## src/rtl/ccr_unit.sv

```systemverilog
module ccr_unit (
  input  logic       clk,
  input  logic       rst,
  input  logic [7:0] a,
  input  logic [7:0] b,
  input  logic       cin,
  input  logic [2:0] op,
  input  logic       upd_en,
  input  logic       set_i,
  input  logic       clr_i,
  output logic [7:0] result,
  output logic [7:0] ccr,
  output logic       irq_masked
);

  localparam logic [2:0] OP_ADD = 3'd0;
  localparam logic [2:0] OP_ADC = 3'd1;
  localparam logic [2:0] OP_SUB = 3'd2;
  localparam logic [2:0] OP_SBC = 3'd3;
  localparam logic [2:0] OP_AND = 3'd4;
  localparam logic [2:0] OP_OR  = 3'd5;
  localparam logic [2:0] OP_XOR = 3'd6;
  localparam logic [2:0] OP_LD  = 3'd7;

  logic       ci;
  logic       is_add, is_sub;
  logic [8:0] add9, sub9;
  logic [4:0] nib;
  logic       ov_add, ov_sub;
  logic       f_v, f_h, f_i, f_n, f_z, f_c;

  assign ci     = (op == OP_ADC || op == OP_SBC) ? cin : 1'b0;
  assign is_add = (op == OP_ADD) || (op == OP_ADC);
  assign is_sub = (op == OP_SUB) || (op == OP_SBC);

  assign add9 = {1'b0, a} + {1'b0, b} + {8'd0, ci};
  assign sub9 = {1'b0, a} - {1'b0, b} - {8'd0, ci};
  assign nib  = {1'b0, a[3:0]} + {1'b0, b[3:0]} + {4'd0, ci};

  assign ov_add = (a[7] == b[7]) && (add9[7] != a[7]);
  assign ov_sub = (a[7] != b[7]) && (sub9[7] != a[7]);

  always_comb begin
    case (op)
      OP_ADD, OP_ADC: result = add9[7:0];
      OP_SUB, OP_SBC: result = sub9[7:0];
      OP_AND:         result = a & b;
      OP_OR:          result = a | b;
      OP_XOR:         result = a ^ b;
      OP_LD:          result = b;
      default:        result = b;
    endcase
  end

  always_ff @(posedge clk or posedge rst) begin
    if (rst) begin
      f_v <= 1'b0;
      f_h <= 1'b0;
      f_n <= 1'b0;
      f_z <= 1'b0;
      f_c <= 1'b0;
    end else if (upd_en) begin
      f_n <= result[7];
      f_z <= (result == 8'd0);
      if (is_add) begin
        f_v <= ov_add;
        f_h <= nib[4];
        f_c <= add9[8];
      end else if (is_sub) begin
        f_v <= ov_sub;
        f_c <= sub9[8];
      end else begin
        f_v <= 1'b0;
      end
    end
  end

  always_ff @(posedge clk or posedge rst) begin
    if (rst)        f_i <= 1'b1;
    else if (set_i) f_i <= 1'b1;
    else if (clr_i) f_i <= 1'b0;
  end

  assign ccr        = {f_v, 2'b11, f_h, f_i, f_n, f_z, f_c};
  assign irq_masked = f_i;

  a_r8_hold: assert property (@(posedge clk) disable iff (rst)
    !upd_en |=> $stable({ccr[7], ccr[4], ccr[2:0]}));

  a_r9_set_wins: assert property (@(posedge clk) disable iff (rst)
    set_i |=> irq_masked);

  a_r9_clear: assert property (@(posedge clk) disable iff (rst)
    (clr_i && !set_i) |=> !irq_masked);

  a_r6_zero: assert property (@(posedge clk) disable iff (rst)
    upd_en |=> ccr[1] == ($past(result) == 8'd0));

  a_r6_neg: assert property (@(posedge clk) disable iff (rst)
    upd_en |=> ccr[2] == $past(result[7]));

  a_r7_logic: assert property (@(posedge clk) disable iff (rst)
    (upd_en && op[2]) |=> (!ccr[7] && $stable(ccr[4]) && $stable(ccr[0])));

  a_r5_sub_keeps_h: assert property (@(posedge clk) disable iff (rst)
    (upd_en && op[2:1] == 2'b01) |=> $stable(ccr[4]));

  a_r2_add_carry: assert property (@(posedge clk) disable iff (rst)
    (upd_en && op == OP_ADD) |=> ccr[0] == ($past(result) < $past(a)));

endmodule

```

## config.mk

```make
export PLATFORM = sky130hd
export DESIGN_NAME = ccr_unit
export DESIGN_NICKNAME = d
export VERILOG_FILES = /design/src/rtl/ccr_unit.sv
export SDC_FILE = /design/constraint.sdc
export NUM_CORES = 1
export LEC_CHECK = 0
export ABC_AREA = 1
export CELL_PAD_IN_SITES_DETAIL_PLACEMENT = 1
export CELL_PAD_IN_SITES_GLOBAL_PLACEMENT = 2
export CORE_MARGIN = 3
export CORE_UTILIZATION = 26
export CTS_CLUSTER_SIZE = 30
export DETAILED_ROUTE_END_ITERATION = 16
export PLACE_DENSITY = 0.92
export SYNTH_ARGS = -nofsm -noshare
export SYNTH_HDL_FRONTEND = slang
export SYNTH_SLANG_ARGS = --single-unit
```

## constraint.sdc

```tcl
create_clock -name clk -period 3.5 [get_ports clk]
set_clock_uncertainty 0.1 [all_clocks]
set_input_delay 0.7 -clock clk [delete_from_list [all_inputs] [get_ports clk]]
set_output_delay 0.7 -clock clk [all_outputs]
set_load 0.01 [all_outputs]
```

Word level (Yosys, flattened, before mapping) --
Cells that the tools add are included.
Storage, ports and cells: word-level logic and storage cells 47, input bits 25, register bits 6
Operators by class: reduce and logical (&&, ||, !) cells 13, bitwise operators 3, multiplexer cells 8, equal/unequal tests 11, add/sub/neg operators 6
Operators by type and width (number):
- 8-bit one-hot mux with 6 select lines | 1
- 3-bit equality test (second input constant) | 4
- 8-bit by 8-bit adder with 9-bit output | 1
- 9-bit by 1-bit adder with 9-bit output | 1
- 8-bit by 8-bit subtractor with 9-bit output | 1
- 9-bit by 1-bit subtractor with 9-bit output | 1
- 8-bit bitwise AND | 1
- 8-bit zero test | 1
- 8-bit bitwise OR | 1
- 8-bit bitwise XOR | 1
- 1-bit two-way mux | 7
- 3-bit by 2-bit equality test with 1-bit output (second input constant) | 2
- 4-bit by 4-bit adder with 5-bit output | 1
- 5-bit by 1-bit adder with 5-bit output | 1
- 2-bit AND reduction | 2
- 2-bit nonzero test | 2
- 2-bit OR reduction | 2
- 3-bit by 1-bit equality test with 1-bit output (second input constant) | 1
- 3-bit zero test | 1
- 1-bit logical OR | 3
- 1-bit inequality test | 3
- 1-bit logical AND | 2
- 1-bit equality test | 1

Longest topological paths before layout --
Gate-level depths: netlist of run 1.
word-level depth 8, depth in mapped cells 18

Worst setup path after synthesis of run 1 --
Ideal clock, no wire load.
kind input -> output, start input op[0], end output result[7], path slack 0.231 ns, data required time 2.700 ns, buffers on the path 1, arrival 2.469 ns, stages on the path 13, cell sequence buf_4 nand3_1 fa_1 inv_1 ha_1 o21ai_0 nand2_1 nand3_1 nand3b_1 nand3_1 nand2_1 nor2_1 inv_1
Between the ends: cells in the longest elaborated chain, start to end 5
RTL lines:
- start: declaration | line 7 | input logic [2:0] op,
- 3-bit by 1-bit equality test with 1-bit output or 3-bit by 2-bit equality test with 1-bit output (tied branches) | line 32, 44
- 1-bit logical OR | line 32 | assign ci = (op == OP_ADC || op == OP_SBC) ? cin : 1'b0;
- 1-bit two-way mux | line 32
- 9-bit by 1-bit subtractor with 9-bit output or 9-bit by 1-bit adder with 9-bit output (tied branches) | line 37, 36
- 8-bit one-hot mux with 6 select lines (*) | line 44 | case (op)
- end: declaration | line 11 | output logic [7:0] result,
Mark *: on every way between the ends. The rest lies on a longest branch, timed or not.

Worst setup path in the final report of run 1 --
start input a[1], end output result[4]
Between the ends: cells in the longest elaborated chain, start to end 3
RTL lines:
- start: declaration | line 4 | input logic [7:0] a,
- 8-bit by 8-bit subtractor with 9-bit output or 8-bit by 8-bit adder with 9-bit output (tied branches) | line 37, 36
- 9-bit by 1-bit subtractor with 9-bit output or 9-bit by 1-bit adder with 9-bit output (tied branches) | line 37, 36
- 8-bit one-hot mux with 6 select lines (*) | line 44
Marks and branches as above.

==> flow_metrics.env, run 1 <==
export IMPL_power_w=0.0007731
export IMPL_dieArea_um2=8150
export IMPL_yosys_area_top_type="ha_1"
export IMPL_grt_pass1_wl_mm=12.48
export IMPL_clk_pin_slew_ns=0.03
export IMPL_drt_iter0_drc=104
export IMPL_synthToLayoutAreaGrowth_pct=72.70
export IMPL_hold_viol=0
export IMPL_run_status="finished, final reports clean"
export IMPL_io_pins=42
export IMPL_dp_cells=507
export IMPL_min_period_ns=3.448
export IMPL_holdCritPathClass="reg2reg"
export IMPL_clock_latency_ns=0.23
export IMPL_drt_pre_antenna_iters=4
export IMPL_grt_overflow_total=0
export IMPL_ant_nets=0
export IMPL_vias_per_cell=4.812
export IMPL_peakVddDrop_v=0.00008832
export IMPL_grt_max_degree=21
export IMPL_cts_sinks=6
export IMPL_cp_required_ns=2.70
export IMPL_finalInstanceArea_um2=3189
export IMPL_synth_area_um2=1847
export IMPL_ys_seq_elements=6
export IMPL_max_stage_delay_ns=0.52
export IMPL_cts_buffers=3
export IMPL_coreArea_um2=6832
export IMPL_timing_fmax_mhz=290.0
export IMPL_finalNetCount=485
export IMPL_routedWlPerCell_um=15.38
export IMPL_yosysWarnings=0
export IMPL_root_buffer="clkbuf_8"
export IMPL_gp_congestion=0.8542
export IMPL_grt_total_usage_pct=19.01
export IMPL_drv_slew=0
export IMPL_yosysSeqAreaShare_pct=8.198
export IMPL_start_util_pct=27.03
export IMPL_n_antenna_cell=0
export IMPL_portBuffers=39
export IMPL_power_density_nw_per_um2=242.4
export IMPL_cp_end_kind="output port"
export IMPL_die_h_um=90.28
export IMPL_ys_types=31
export IMPL_fin_cells=521
export IMPL_drive_gt1_share_pct=41.18
export IMPL_cts_max_level=1
export IMPL_avgSynthCellArea_um2=6.075
export IMPL_drc=0
export IMPL_clk_path_buf_depth=2
export IMPL_synth_cells=304
export IMPL_max_cap_viol_count=0
export IMPL_wirelength_mm=8.014
export IMPL_final_period_utilization_pct=98.51
export IMPL_postPlaceCellArea_um2=2859
export IMPL_timing_hold_ws_ns=0.3731
export IMPL_yosys_top_cells_area="ha_1, nand2_1, inv_1"
export IMPL_start_kind="input port"
export IMPL_dieWidth_um=90.28
export IMPL_p_leak_nw=1.711
export IMPL_path_cells="clkdlybuf4s50_1, inv_1, fa_2, inv_2, nand3_2, nand2_2, buf_4, nand2_1, a21oi_2, nor2_2, inv_1, clkdlybuf4s15_2"
export IMPL_setup_viol=0
export IMPL_antenna_found_initial=0
export IMPL_n_fill_cell=914
export IMPL_worstSetupPathType="in2out"
export IMPL_vias=2507
export IMPL_path_common_cell="inv_1"
export IMPL_slowest_stage="clkdlybuf4s50_1"
export IMPL_dp_hpwl_mm=5.989
export IMPL_first_global_vias=2611
export IMPL_worstPathArrival_ns=2.65
export IMPL_num_rows=30
export IMPL_path_max_fanout=3
export IMPL_synth_top_area_share_pct=20.33
export IMPL_cts_tree="done"
==> power by group <==
part	total, W	internal, W	switching, W
Clock	0.000114	0.0000787	0.0000351
Sequential	0.0000846	0.0000794	0.00000518
Combinational	0.000575	0.000284	0.000291
Total	0.000773	0.000442	0.000331
==> what timing repair did <==
action	in CTS	in global routing
pin swaps	14	15
setup endpoints to repair	8	8
resized for setup	70	44
hold buffers	0	0
setup buffers	8	2
==> layout make-up <==
| type | count | area [um^2] | area share (%) |
|---|---|---|---|
| Clock buffer | 4 | 45.04 | 1.412 |
| Inverter | 62 | 232.7 | 7.297 |
| Multi-Input combinational cell | 224 | 1599 | 50.14 |
| Sequential cell | 6 | 151.4 | 4.747 |
| Tap cell | 96 | 120.1 | 3.766 |
| Timing Repair Buffer | 129 | 1041 | 32.64 |
==> registers in the layout, indices dropped and copies added (netlist names) <==
register    count
f_c             1
f_h             1
f_n             1
f_v             1
f_z             1
irq_masked      1
==> kinds of logic (layout without fill, tap and decap cells) <==
family / count (synthesis) / in the layout / share of synthesized area, %
buf+inv: 75 / 195 / 18.16
compound gates: 36 / 36 / 10.84
other cells: 1 / 2 / 0.2031
flops: 6 / 6 / 8.198
fa+ha+maj: 34 / 34 / 24.66
simple gates: 152 / 152 / 37.94
==> worst max-delay path, delay by kind of cell <==
| family | cells | cell delay [ns] |
|---|---|---|
| compound gates | 1 | 0.12 |
| fa+ha+maj | 1 | 0.40 |
| buf+inv | 6 | 1.08 |
| simple gates | 4 | 0.33 |
==> cells in the final DEF, fill, tap and decap left out, types with 5 or more instances in the layout <==
cell / synthesis / layout
nor2_1: 32 / 29
inv_2: 5 / 23
ha_1: 30 / 19
o22ai_1: 5 / 5
nand3_1: 39 / 32
o21ai_1: 10 / 10
nand2_2: 1 / 5
nand2_1: 58 / 53
inv_1: 54 / 36
clkdlybuf4s50_1: 0 / 16
dlymetal6s2s_1: 0 / 9
nor2_2: 3 / 6
ha_4: 0 / 10
a21oi_1: 13 / 8
nand3_2: 3 / 10
clkbuf_2: 0 / 6
buf_4: 10 / 91
nand4_1: 8 / 8
dfrtp_1: 5 / 5
==> per-layer routing <==
layer  global-route usage (%)  share of wire (%)  up-vias
met4                    7.781                1.9        0
met5                        0                  0        -
met2                    34.10                 52       76
met3                    2.250                4.8       15
met1                    22.88                 42     1211
li1                         -                  -     1205
==> per-stage QoR <==
stage | setup WS, ns | util, % | setup TNS [ns]
after floorplan | 0.2312 | - | 0
after global placement | -0.7766 | 41.85 | -4.536
after detailed placement | -0.8136 | 41.85 | -4.886
after CTS | 0.002482 | 45.42 | 0
after global routing | -0.03852 | 46.69 | -0.03852
final | 0.05218 | 46.69 | 0
==> synth_stat cells (all sizes together) <==
| cell | count |
|---|---|
| nand3 | 42 |
| nand3b | 3 |
| dfrtp | 5 |
| dfstp | 1 |
| fa | 4 |
| nand2 | 59 |
| a21boi | 1 |
| a31oi | 1 |
| o22ai | 5 |
| nor2 | 36 |
| o21ai | 12 |
| or2 | 1 |
| o211ai | 2 |
| o21bai | 2 |
| conb | 1 |
| ha | 30 |
| inv | 59 |
| clkinv | 3 |
| nand4 | 9 |
| nor3 | 2 |
| a21oi | 13 |
| buf | 13 |
==> worst paths after layout <==
kind,startpoint,end,slack (ns),cells past startpoint
max,a[1],result[4],0.05,12
min,irq_masked$_DFFE_PP1P_,irq_masked$_DFFE_PP1P_,0.37,2
max reg2reg,irq_masked$_DFFE_PP1P_,irq_masked$_DFFE_PP1P_,2.65,2
min reg2reg,irq_masked$_DFFE_PP1P_,irq_masked$_DFFE_PP1P_,0.37,2
max in group asynchronous,rst,irq_masked$_DFFE_PP1P_,2.45,2
min in group asynchronous,rst,f_z$_DFFE_PP0P_,0.59,2
(Power assumes the default switching activity.)
==> run 2: changes to the inputs <==
--- a/config.mk
+++ b/config.mk
@@ -5,11 +5,10 @@
 export SDC_FILE = /design/constraint.sdc
 export NUM_CORES = 1
 export LEC_CHECK = 0
-export ABC_AREA = 1
 export CELL_PAD_IN_SITES_DETAIL_PLACEMENT = 1
 export CELL_PAD_IN_SITES_GLOBAL_PLACEMENT = 2
 export CORE_MARGIN = 3
-export CORE_UTILIZATION = 26
+export CORE_UTILIZATION = 29
 export CTS_CLUSTER_SIZE = 30
 export DETAILED_ROUTE_END_ITERATION = 16
 export PLACE_DENSITY = 0.92
==> run 2 against run 1 <==
Against the previous run:
- the run now ends with setup timing left
- global-route usage is 1.6 points lower
- setup slack worse by 0.44 ns
- count of clock-buffer cells in the layout stayed put
- highest routed layer unchanged
- first-iteration DRC count is 0.96% higher
==> flow_metrics.env, run 2 <==
export IMPL_n_antenna_cell=0
export IMPL_yosys_top_cells_area="ha_1, inv_1, mux4_2"
export IMPL_final_common_cell="buf_4"
export IMPL_violations="setup timing"
export IMPL_die_h_um=84.93
export IMPL_ys_seq_elements=6
export IMPL_clk_pin_slew_ns=0.03
export IMPL_run_status="finished, violations left"
export IMPL_dp_hpwl_mm=4.883
export IMPL_timing_fmax_mhz=257.5
export IMPL_drc=0
export IMPL_cp_required_ns=2.70
export IMPL_yosys_cell_count_top_type="inv_1"
export IMPL_grt_overflow_total=0
export IMPL_yosys_area_top_type="ha_1"
export IMPL_cts_tree="done"
export IMPL_cts_buffers=3
export IMPL_grt_pass1_wl_mm=10.35
export IMPL_finalNetCount=384
export IMPL_synth_cells=224
export IMPL_portBuffers=39
export IMPL_setup_tns_ns=-1.221
export IMPL_final_period_utilization_pct=111.0
export IMPL_n_fill_cell=714
export IMPL_dieArea_um2=7213
export IMPL_drt_iter0_drc=105
export IMPL_power_w=0.0007790
export IMPL_start_kind="input port"
export IMPL_first_global_vias=2165
export IMPL_fin_cells=399
export IMPL_grt_max_degree=27
export IMPL_finalInstanceArea_um2=2992
export IMPL_avgSynthCellArea_um2=8.066
export IMPL_clock_latency_ns=0.22
export IMPL_wirelength_mm=6.478
export IMPL_ys_types=50
export IMPL_rsz0062_at_grt="true"
export IMPL_drive_gt1_share_pct=43.83
export IMPL_setup_viol=6
export IMPL_slowest_stage="fa_1"
export IMPL_worstSetupPathType="in2out"
export IMPL_dieWidth_um=84.93
export IMPL_synth_flop_cell="dfrtp_1"
export IMPL_cts_max_level=1
export IMPL_synth_top_area_share_pct=20.78
export IMPL_synthToLayoutAreaGrowth_pct=65.58
export IMPL_synth_area_um2=1807
export IMPL_vias_per_cell=5.028
export IMPL_routedWlPerCell_um=16.24
export IMPL_num_rows=28
export IMPL_path_cells="buf_8, nand2_2, or2_4, fa_1, inv_2, ha_2, o21a_1, o2111ai_2, mux2i_1, o311ai_2, a221o_1, buf_2"
export IMPL_hold_viol=0
export IMPL_synthTopCellsByCount="inv_1, ha_1, nor2_1"
export IMPL_gp_congestion=0.8434
export IMPL_cts_sinks=6
export IMPL_max_cap_viol_count=0
export IMPL_yosysSeqAreaShare_pct=8.380
export IMPL_drv_slew=0
export IMPL_drt_pre_antenna_iters=4
export IMPL_antenna_found_initial=0
export IMPL_vias=2006
export IMPL_async_flop_share_pct=100.0
export IMPL_coreArea_um2=5991
export IMPL_power_density_nw_per_um2=260.4
export IMPL_postPlaceCellArea_um2=2704
export IMPL_synth_edff_count=0
export IMPL_max_stage_delay_ns=0.54
export IMPL_path_max_fanout=2
export IMPL_final_util_pct=49.94
export IMPL_dp_cells=386
export IMPL_finalWorstSetupSlack_ns=-0.3840
export IMPL_cp_end_kind="output port"
export IMPL_ant_nets=0
export IMPL_clk_path_buf_depth=2
export IMPL_grt_total_usage_pct=17.41
export IMPL_peakVddDrop_v=0.0001878
export IMPL_yosysWarnings=0
export IMPL_final_cell_mix="buf_4, inv_1, ha_1, clkdlybuf4s50_1, nor2_1"
export IMPL_start_util_pct=30.16
export IMPL_p_leak_nw=1.433
export IMPL_worstPathArrival_ns=3.08
export IMPL_io_pins=42
export IMPL_holdCritPathClass="reg2reg"
export IMPL_min_period_ns=3.884
export IMPL_root_buffer="clkbuf_8"
run 2: changes by cell type in the layout (fill, tap and decap cells not counted), moves of 10 or more:
cell	previous run	this run
buf_4	91	69
nand2_1	53	8
inv_2	23	13
inv_1	36	24
nor2_1	29	15
o21ai_1	10	0
nand3_1	32	4
run 2: worst paths after layout:
path                                  from                endpoint  slack [ns]  cells after the start
setup / recovery                     op[0]               result[7]       -0.38                     12
max in group asynchronous              rst  irq_masked$_DFFE_PP1P_        2.43                      2
min in group asynchronous              rst         f_h$_DFFE_PP0P_        0.61                      2
setup reg to reg           f_n$_DFFE_PP0P_         f_n$_DFFE_PP0P_        2.65                      1
hold / removal             f_c$_DFFE_PP0P_         f_c$_DFFE_PP0P_        0.40                      2
hold reg to reg            f_c$_DFFE_PP0P_         f_c$_DFFE_PP0P_        0.40                      2
run 2: per-layer routing:
metal	share of wire, %	track usage [%]
met2	52	31.39
met3	4.0	1.262
met4	1.5	3.309
met5	0	0
met1	43	22.88
run 2: logic make-up (layout without fill, tap and decap cells):
group,after synthesis,in the layout,share of synthesized area [%]
compound gates,55,55,21.61
xor+xnor,7,7,3.393
fa+ha+maj,34,34,25.21
buf+inv,52,151,12.95
flops,6,6,8.380
mux,13,13,12.47
other cells,1,2,0.2076
simple gates,56,56,15.79
run 2: report_power, final:
part           internal [W]  switching (W)
Clock             0.0000784      0.0000310
Combinational      0.000316       0.000267
Sequential        0.0000804     0.00000594
Total              0.000475       0.000304
run 2: repair_timing:
action                     CTS  global route
setup endpoints to repair   11             8
setup buffers                5             4
hold buffers                 0             0
gates resized for setup     82            16
pin swaps                   17             8
run 2: worst max-delay path, delay by kind of cell:
kind | cells | cell delay [ns]
AND/OR/NAND/NOR | 2 | 0.27
multiplexers | 1 | 0.25
AO/OA/AOI/OAI | 4 | 0.88
adder cells (fa/ha/maj) | 2 | 0.69
buffers and inverters | 3 | 0.28
run 2: per-stage QoR:
step	setup slack (ns)	hold WS, ns
after floorplan	-0.5129	0.3498
after global placement	-1.171	0.3634
after detailed placement	-1.232	0.3834
after CTS	-0.3503	0.3918
after global routing	-0.4747	0.4143
final	-0.3840	0.4011
run 2: cell type report:
class	count	area, um^2	share of cell area (%)
multi-input combinational	167	1650	55.17
timing repair buffer	110	912.1	30.49
sequential	6	151.4	5.061
inverter	37	138.9	4.642
tap	75	93.84	3.137
clock buffer	4	45.04	1.506
==> run 3: changes to the inputs <==
--- a/config.mk
+++ b/config.mk
@@ -9,7 +9,7 @@
 export CELL_PAD_IN_SITES_GLOBAL_PLACEMENT = 2
 export CORE_MARGIN = 3
 export CORE_UTILIZATION = 29
-export CTS_CLUSTER_SIZE = 30
+export CTS_CLUSTER_SIZE = 24
 export DETAILED_ROUTE_END_ITERATION = 16
 export PLACE_DENSITY = 0.92
 export SYNTH_ARGS = -nofsm -noshare
==> results of run 3 <==
The final DEF is identical to that of run 2; final timing and power are the same.
